**src/rtl/hcrc_pkg.sv**
```systemverilog
package hcrc_pkg;
  localparam int HC_FID_W = 11;
  localparam int HC_PL_W  = 7;
  localparam int HC_CRC_W = 11;
  localparam logic [HC_CRC_W-1:0] HC_POLY = 11'h385;
  localparam logic [HC_CRC_W-1:0] HC_SEED = 11'h01A;

  // two flag bits precede identifier and length
  function automatic int hdr_bits(input int fid_w, input int pl_w);
    return 2 + fid_w + pl_w;
  endfunction
endpackage

```
**src/rtl/hcrc_pack.sv**
```systemverilog
module hcrc_pack #(
  parameter int FID_W = hcrc_pkg::HC_FID_W,
  parameter int PL_W  = hcrc_pkg::HC_PL_W,
  localparam int HW   = hcrc_pkg::hdr_bits(FID_W, PL_W)
) (
  input  logic             sync_i,
  input  logic             startup_i,
  input  logic [FID_W-1:0] fid_i,
  input  logic [PL_W-1:0]  plen_i,
  output logic [HW-1:0]    word_o
);
  // flags on top, identifier next, length at the bottom
  always_comb word_o = {sync_i, startup_i, fid_i, plen_i};
endmodule

```
**src/rtl/hcrc_ctrl.sv**
```systemverilog
module hcrc_ctrl #(
  parameter int NBITS = 20,
  localparam int CW   = $clog2(NBITS + 1)
) (
  input  logic clk,
  input  logic rst_n,
  input  logic start_i,
  output logic accept_o,
  output logic shift_o,
  output logic last_o,
  output logic busy_o,
  output logic done_o
);
  logic [CW-1:0] left_q;
  logic          busy_q;
  logic          done_q;

  assign accept_o = start_i && !busy_q;
  assign shift_o  = busy_q;
  assign last_o   = busy_q && (left_q == CW'(1));
  assign busy_o   = busy_q;
  assign done_o   = done_q;

  always_ff @(posedge clk or negedge rst_n) begin
    if (!rst_n) begin
      left_q <= '0;
      busy_q <= 1'b0;
      done_q <= 1'b0;
    end else begin
      done_q <= last_o;
      if (accept_o) begin
        left_q <= CW'(NBITS);
        busy_q <= 1'b1;
      end else if (busy_q) begin
        left_q <= left_q - CW'(1);
        if (last_o) busy_q <= 1'b0;
      end
    end
  end

  // completion pulse lasts one cycle
  a_r5_single_pulse: assert property (@(posedge clk) disable iff (!rst_n)
    done_q |=> !done_q);
  // at completion the engine is already idle
  a_r4_idle_at_done: assert property (@(posedge clk) disable iff (!rst_n)
    done_q |-> !busy_q);
  // a strobe during a run neither reloads nor stalls the count
  a_r7_no_reload: assert property (@(posedge clk) disable iff (!rst_n)
    (busy_q && start_i && left_q != CW'(1)) |=> (busy_q && left_q == $past(left_q) - CW'(1)));
  // done only follows the final counted bit
  a_r4_done_after_last: assert property (@(posedge clk) disable iff (!rst_n)
    $rose(done_q) |-> $past(busy_q));
endmodule

```
**src/rtl/hcrc_lfsr.sv**
```systemverilog
module hcrc_lfsr #(
  parameter int NBITS = 20,
  parameter int CRC_W = hcrc_pkg::HC_CRC_W,
  parameter logic [CRC_W-1:0] POLY = hcrc_pkg::HC_POLY,
  parameter logic [CRC_W-1:0] SEED = hcrc_pkg::HC_SEED
) (
  input  logic             clk,
  input  logic             rst_n,
  input  logic             load_i,
  input  logic             shift_i,
  input  logic             last_i,
  input  logic             tx_i,
  input  logic [NBITS-1:0] word_i,
  output logic [CRC_W-1:0] crc_o
);
  // one serial step; feedback when data bit and top bit disagree
  function automatic logic [CRC_W-1:0] crc_step(input logic [CRC_W-1:0] r, input logic d);
    logic fb;
    fb = d ^ r[CRC_W-1];
    return {r[CRC_W-2:0], 1'b0} ^ (fb ? POLY : '0);
  endfunction

  logic [CRC_W-1:0] acc_q;
  logic [NBITS-1:0] sr_q;
  logic             tx_q;
  logic [CRC_W-1:0] res_q;
  logic [CRC_W-1:0] acc_nxt;

  assign acc_nxt = crc_step(acc_q, sr_q[NBITS-1]);
  assign crc_o   = res_q;

  always_ff @(posedge clk or negedge rst_n) begin
    if (!rst_n) begin
      acc_q <= '0;
      sr_q  <= '0;
      tx_q  <= 1'b0;
      res_q <= '0;
    end else begin
      if (load_i) begin
        acc_q <= SEED;
        sr_q  <= word_i;
        tx_q  <= tx_i;
      end else if (shift_i) begin
        acc_q <= acc_nxt;
        sr_q  <= {sr_q[NBITS-2:0], 1'b0};
      end
      // receive headers report zero
      if (last_i) res_q <= tx_q ? acc_nxt : '0;
    end
  end

  // result moves only on a completion edge
  a_r6_result_held: assert property (@(posedge clk) disable iff (!rst_n)
    !$past(last_i) |-> $stable(res_q));
  // receive header result is zero
  a_r8_rx_zero: assert property (@(posedge clk) disable iff (!rst_n)
    (last_i && !tx_q) |=> (res_q == '0));
  // each accepted start seeds the register
  a_r3_seeded: assert property (@(posedge clk) disable iff (!rst_n)
    load_i |=> (acc_q == SEED));
endmodule

```
**src/rtl/hdr_crc_gen.sv**
```systemverilog
module hdr_crc_gen #(
  parameter int FID_W = hcrc_pkg::HC_FID_W,
  parameter int PL_W  = hcrc_pkg::HC_PL_W,
  parameter int CRC_W = hcrc_pkg::HC_CRC_W,
  parameter logic [CRC_W-1:0] POLY = hcrc_pkg::HC_POLY,
  parameter logic [CRC_W-1:0] SEED = hcrc_pkg::HC_SEED,
  localparam int NBITS = hcrc_pkg::hdr_bits(FID_W, PL_W)
) (
  input  logic             clk,
  input  logic             rst_n,
  input  logic             start_i,
  input  logic             tx_i,
  input  logic             sync_i,
  input  logic             startup_i,
  input  logic [FID_W-1:0] fid_i,
  input  logic [PL_W-1:0]  plen_i,
  output logic             busy_o,
  output logic             done_o,
  output logic [CRC_W-1:0] crc_o
);
  logic [NBITS-1:0] word;
  logic             accept;
  logic             shift_en;
  logic             last_bit;

  hcrc_pack #(.FID_W(FID_W), .PL_W(PL_W)) u_pack (
    .sync_i(sync_i), .startup_i(startup_i), .fid_i(fid_i),
    .plen_i(plen_i), .word_o(word));

  hcrc_ctrl #(.NBITS(NBITS)) u_ctrl (
    .clk(clk), .rst_n(rst_n), .start_i(start_i), .accept_o(accept),
    .shift_o(shift_en), .last_o(last_bit), .busy_o(busy_o), .done_o(done_o));

  hcrc_lfsr #(.NBITS(NBITS), .CRC_W(CRC_W), .POLY(POLY), .SEED(SEED)) u_lfsr (
    .clk(clk), .rst_n(rst_n), .load_i(accept), .shift_i(shift_en),
    .last_i(last_bit), .tx_i(tx_i), .word_i(word), .crc_o(crc_o));

  // a strobe in the completion cycle starts a new run
  a_r9_restart: assert property (@(posedge clk) disable iff (!rst_n)
    (done_o && start_i) |=> busy_o);
endmodule

```
**config.mk**
```make
export PLATFORM = sky130hd
export DESIGN_NAME = hdr_crc_gen
export DESIGN_NICKNAME = d
export VERILOG_FILES = /design/src/rtl/hcrc_pkg.sv /design/src/rtl/hcrc_pack.sv /design/src/rtl/hcrc_ctrl.sv /design/src/rtl/hcrc_lfsr.sv /design/src/rtl/hdr_crc_gen.sv
export SDC_FILE = /design/constraint.sdc
export NUM_CORES = 1
export LEC_CHECK = 0
export ABC_CLOCK_PERIOD_IN_PS = 2600
export BUFFER_PORTS_ARGS = -buffer_cell sky130_fd_sc_hd__clkbuf_2
export CAP_MARGIN = 15
export CELL_PAD_IN_SITES_DETAIL_PLACEMENT = 0
export CELL_PAD_IN_SITES_GLOBAL_PLACEMENT = 1
export CORE_MARGIN = 4
export CORE_UTILIZATION = 47
export DETAILED_ROUTE_END_ITERATION = 6
export PLACE_DENSITY = 0.82
export SLEW_MARGIN = 20
export SYNTH_ARGS = -nofsm -noshare
export SYNTH_HDL_FRONTEND = slang
export SYNTH_HIERARCHICAL = 1
export SYNTH_SLANG_ARGS = --single-unit
export TNS_END_PERCENT = 20
```
**constraint.sdc**
```tcl
create_clock -name clk -period 2.6 [get_ports clk]
set_input_delay 0.26 -clock clk [delete_from_list [all_inputs] [get_ports clk]]
set_output_delay 0.26 -clock clk [all_outputs]
set_load 0.05 [all_outputs]
```
# Word-level counts from Yosys, hierarchy flattened
# Cells that the tools add are included.
[totals]
ram_bits = 0
out_inout_bits = 13
wordCells = 26
mem_count = 0
rom_bits = 0
latchBits = 0
ff_bits = 50
in_bits = 24
[op_classes]
div = 0
multipliers = 0
reduce_logical = 4
n_addsub = 1
order_cmp = 0
shift = 0
bitwise = 2
n_mux = 11
n_eq_ne = 1
[op_table]
columns = ["op", "n"]
rows = [
  ["$mux 20", 2],
  ["$mux 11", 3],
  ["$xor 11x11->11", 1],
  ["$mux 10", 1],
  ["$mux 5", 2],
  ["$eq 5x1->1 const B", 1],
  ["$sub 5x1->5 const B", 1],
  ["$mux 1", 3],
  ["$logic_and 1x1->1", 2],
  ["$reduce_bool 2->1", 1],
  ["$logic_not 1->1", 1],
  ["$xor 1x1->1", 1],
]

# Depth between registers and ports, before layout
[depth]
word_depth = 5
mapped_depth = 7
ltp_nobuf = 6

# By module
# The synthesis kept the hierarchy.
[by_module_without_submodules]
columns = ["module", "seq_area_each_um2", "n_inst", "cells_per_inst", "area_per_inst_um2"]
rows = [
  ["hcrc_lfsr", 1076.0, 1, 178, 1960.6],
  ["hcrc_ctrl", 175.2, 1, 34, 349.1],
  ["hcrc_pack", 0.0, 1, 20, 150.1],
]

# Worst setup path before layout
# No wires, ideal clock.
[synth_path]
kind = "reg-to-reg"
from = "reg u_ctrl.busy_q, in the netlist u_ctrl/busy_o"
to = "reg u_lfsr.res_q[1], in the netlist u_lfsr/crc_o[1]"
t_required_ps = 2467
path_slack_ps = 855
setup_ps = 133
stages_incl_launch_ff = 6
arrival_ps = 1611
path_buffers = 2
synth_period_minus_slack_ps = 1745
path_cell_list = "dfrtp_1 clkbuf_2 nand2_1 nor4_2 clkbuf_1 o21ai_0"
[synth_between]
elab_chain_len = 1
[synth_lines]
columns = ["element", "line_no", "rtl"]
rows = [
  ["start, declared", "hcrc_ctrl.sv:15", "logic busy_q;"],
  ["start signal, assigned", "hcrc_ctrl.sv:27", "busy_q <= 1'b0;"],
  ["start signal, assigned", "hcrc_ctrl.sv:33", "busy_q <= 1'b1;"],
  ["start signal, assigned", "hcrc_ctrl.sv:36", "if (last_o) busy_q <= 1'b0;"],
  ["$logic_and 1x1->1", "hcrc_ctrl.sv:20", "assign last_o = busy_q && (left_q == CW'(1));"],
  ["net last_bit", "hdr_crc_gen.sv:24", "logic last_bit;"],
  ["end signal, assigned", "hcrc_lfsr.sv:48", "if (last_i) res_q <= tx_q ? acc_nxt : '0;"],
  ["end, declared", "hcrc_lfsr.sv:26", "logic [CRC_W-1:0] res_q;"],
]
# The timed path passes the listed nets, and every way through them passes these cells.
# A chain may end at the register's enable or synchronous reset.

# Worst setup path after layout
[layout_path]
from = "reg u_ctrl.busy_q, in the netlist u_ctrl/busy_o"
to = "out busy_o"
[layout_rtl]
columns = ["element", "line_no", "rtl"]
rows = [
  ["end, declared", "hdr_crc_gen.sv:17", "output logic busy_o,"],
]
# No word-level cell between the ends.

==> metrics.yaml <==
status: "finished clean"
ir_drop_v: 0.000552
finalCritPeriodShare_pct: 74.3
ys_ff_latch: 50
clock-sinks: 50
yosysSeqAreaShare_pct: 50.9
dp_cells: 307
area_growth_pct: 5.70
hold_slack_ns: 0.0693
setup_tns_ns: 0
grt_overflow_total: 0
internal_power_mw: 1.84
numCtsBuffers: 5
synth.avg_cell_area_um2: 10.6
critPathKind: "flop to output port"
drive_gt1_share_pct: 21.8
skew_ns: 0.00481
grt_pass1_vias: 1433
power_density_nw_per_um2: 1150
cts_tree: "done"
synthTopCellsByArea: "dfrtp_1 51%, mux2i_1 11%, buf_4 7.0%"
pwr-share-comb_pct: 39.4
crit_arrival_ns: 1.67
firstDrtPassIters: 4
num_antenna_cells: 0
p_leak_nw: 1.36
min_period_ns: 1.93
drtIter0Drc: 82
cts.clk_slew.worst_paths_ns: 0.08
worstMarginPinSlew_ns: 0.867
antenna_found_initial: 0
cts.htree.levels: 2
crit_fanout: 32
start_kind: "flop"
core.rowCount: 26
wl_per_cell_um: 12.7
syn_inst: 232
cap_violations: 0
ctsHoldBuffers: 0
clk_latency_ns: 0.30
yosysUniqueCellTypes: 26
die_x_um: 80.3
end_kind: "output port"
drt-total-wl_um: 3990
hold_viol_final: 0
clock.fmax_ghz: 0.517
drc_errors: 0
post_cts_buffers: 0
initial_core_util_pct: 48.5
port_buffers: 36
viasPerCell: 4.87
p_sw_mw: 1.16
swShare_pct: 38.8
grt_pass1_wl_um: 6970
netlist.area_leader.share_pct: 50.9
yosysTopAreaCell: "dfrtp_1"
n_fill_cell: 490
finalSetupViolations: 0
antenna_left: 0
grt_max_degree: 41
yosys_warnings: 6
dieArea_um2: 6460
layout.cells.non_filler: 313
coreArea_um2: 5070
io_pins: 37
cts_resized: 0
drv_slew: 0
min_path_type: "input port to asynchronous set/reset pin"
chipHeight_um: 80.3
max_slew_margin_pct: 42.2
nNetsFinal: 270
dp_hpwl_um: 2740
grt_util_all_layers_pct: 14.2
place.gp.congestion: 0.738
clockBufferDepth: 2
cts-root-buf: "clkbuf_8"
rsz0062_at_grt: "false"
seqPwrFrac_pct: 45.9
clock_power_share_pct: 14.7
syn_nets: 258
vias: 1525
crit_required_ns: 2.34
syn_area_um2: 2460
==> cells in the final DEF (no fill, tap or decap), types with 2 or more instances in the layout <==
cell / instances
o21ai_0: 33
nor3_1: 2
nor2b_1: 3
dfrtp_1: 49
a21oi_1: 2
clkbuf_8: 6
nor2_1: 10
a211o_1: 3
nand2_1: 25
inv_1: 14
ha_1: 2
clkbuf_2: 35
xnor2_1: 4
nand3_1: 10
xor3_1: 4
buf_4: 5
mux2i_1: 26
==> path summary, 6_finish.rpt <==
check	slack [ns]	cells after the start	endpoint	from
min in group clk	0.16	3	u_lfsr/sr_q[13]$_DFFE_PN0P_	fid_i[6]
setup reg to reg	1.00	4	u_lfsr/sr_q[15]$_DFFE_PN0P_	u_ctrl/busy_o$_DFF_PN0_
hold / removal	0.07	1	u_lfsr/crc_o[6]$_DFFE_PN0P_	rst_n
max in group asynchronous	1.90	2	u_lfsr/sr_q[4]$_DFFE_PN0P_	rst_n
setup / recovery	0.67	2	busy_o	u_ctrl/busy_o$_DFF_PN0_
hold reg to reg	0.52	1	u_lfsr/acc_q[4]$_DFFE_PN0P_	u_lfsr/acc_q[3]$_DFFE_PN0P_
==> final cells by class <==
class | count | area, um2 | area share, %
clock buffer | 6 | 82.6 | 3.18
tap | 70 | 87.6 | 3.37
timing repair buffer | 41 | 218 | 8.37
sequential | 50 | 1250 | 48.2
inverter | 14 | 52.6 | 2.02
multi-input combinational | 132 | 907 | 34.9
==> critical path, stage by stage (launching register included) <==
cell and delay, ns:
dfrtp_2 0.56, buf_4 0.45, clkbuf_2 0.36
==> through the flow <==
stage          setup WS, ns  total power [mW]  utilization (%)  cell area [um2]
2_1_floorplan         0.855              2.37                -             2460
3_3_place_gp          0.988              2.56             49.6             2520
3_5_place_dp          0.983              2.59             49.6             2520
4_1_cts               0.643              3.04             51.2             2600
5_1_grt               0.583              3.23             51.2             2600
6_report              0.667              3.00             51.2             2600
==> power groups by stage <==
stage                     Sequential (mW)  Combinational (mW)  Clock, mW
final                                1.38                1.18      0.440
after CTS                            1.38                1.20      0.458
after detailed placement             1.39                1.20          0
after global placement               1.38                1.18          0
after floorplan                      1.52               0.856          0
after global routing                 1.43                1.32      0.490
==> kinds of logic (layout without fill, tap and decap cells) <==
kind of cell | Yosys count | in the layout | synth area share (%)
buffers and inverters | 50 | 61 | 12.6
DFF | 50 | 50 | 50.9
and+or+nand+nor | 55 | 55 | 10.5
AOI/OAI and AO/OA | 40 | 40 | 8.75
muxes | 27 | 27 | 11.0
adders and majority gates | 2 | 2 | 1.02
xor gates and xnor gates | 8 | 8 | 5.29
==> routing by layer <==
layer	up-vias	share of wire (%)	GRT usage [%]
met4	0	2.0	6.08
met1	723	48	20.0
li1	767	-	-
met5	-	0	0
met2	28	46	20.7
met3	7	4.1	3.70
==> state kept, by name, summed over array words and instances, names as in the netlist <==
| register | flops |
|---|---|
| u_lfsr/crc_o | 11 |
| u_lfsr/tx_q | 1 |
| u_ctrl/left_q | 5 |
| u_ctrl/busy_o | 1 |
| u_ctrl/done_o | 1 |
| u_lfsr/sr_q | 20 |
| u_lfsr/acc_q | 11 |
==> synth_stat cells <==
cell type / number
nand2_1: 25
nor2_1: 10
a21oi_1: 2
buf_6: 4
nor2b_1: 4
xor3_1: 4
ha_1: 2
buf_2: 3
mux2i_1: 26
a211o_1: 3
xnor2_1: 4
nor3_2: 1
nor3_1: 2
nand2b_1: 1
clkbuf_1: 5
a211oi_1: 1
dfrtp_1: 50
o22ai_1: 1
nand3_1: 10
o21ai_0: 33
inv_1: 14
mux2_2: 1
nor3b_2: 1
clkbuf_2: 1
nor4_2: 1
buf_4: 23
(Power assumes the default switching activity.)
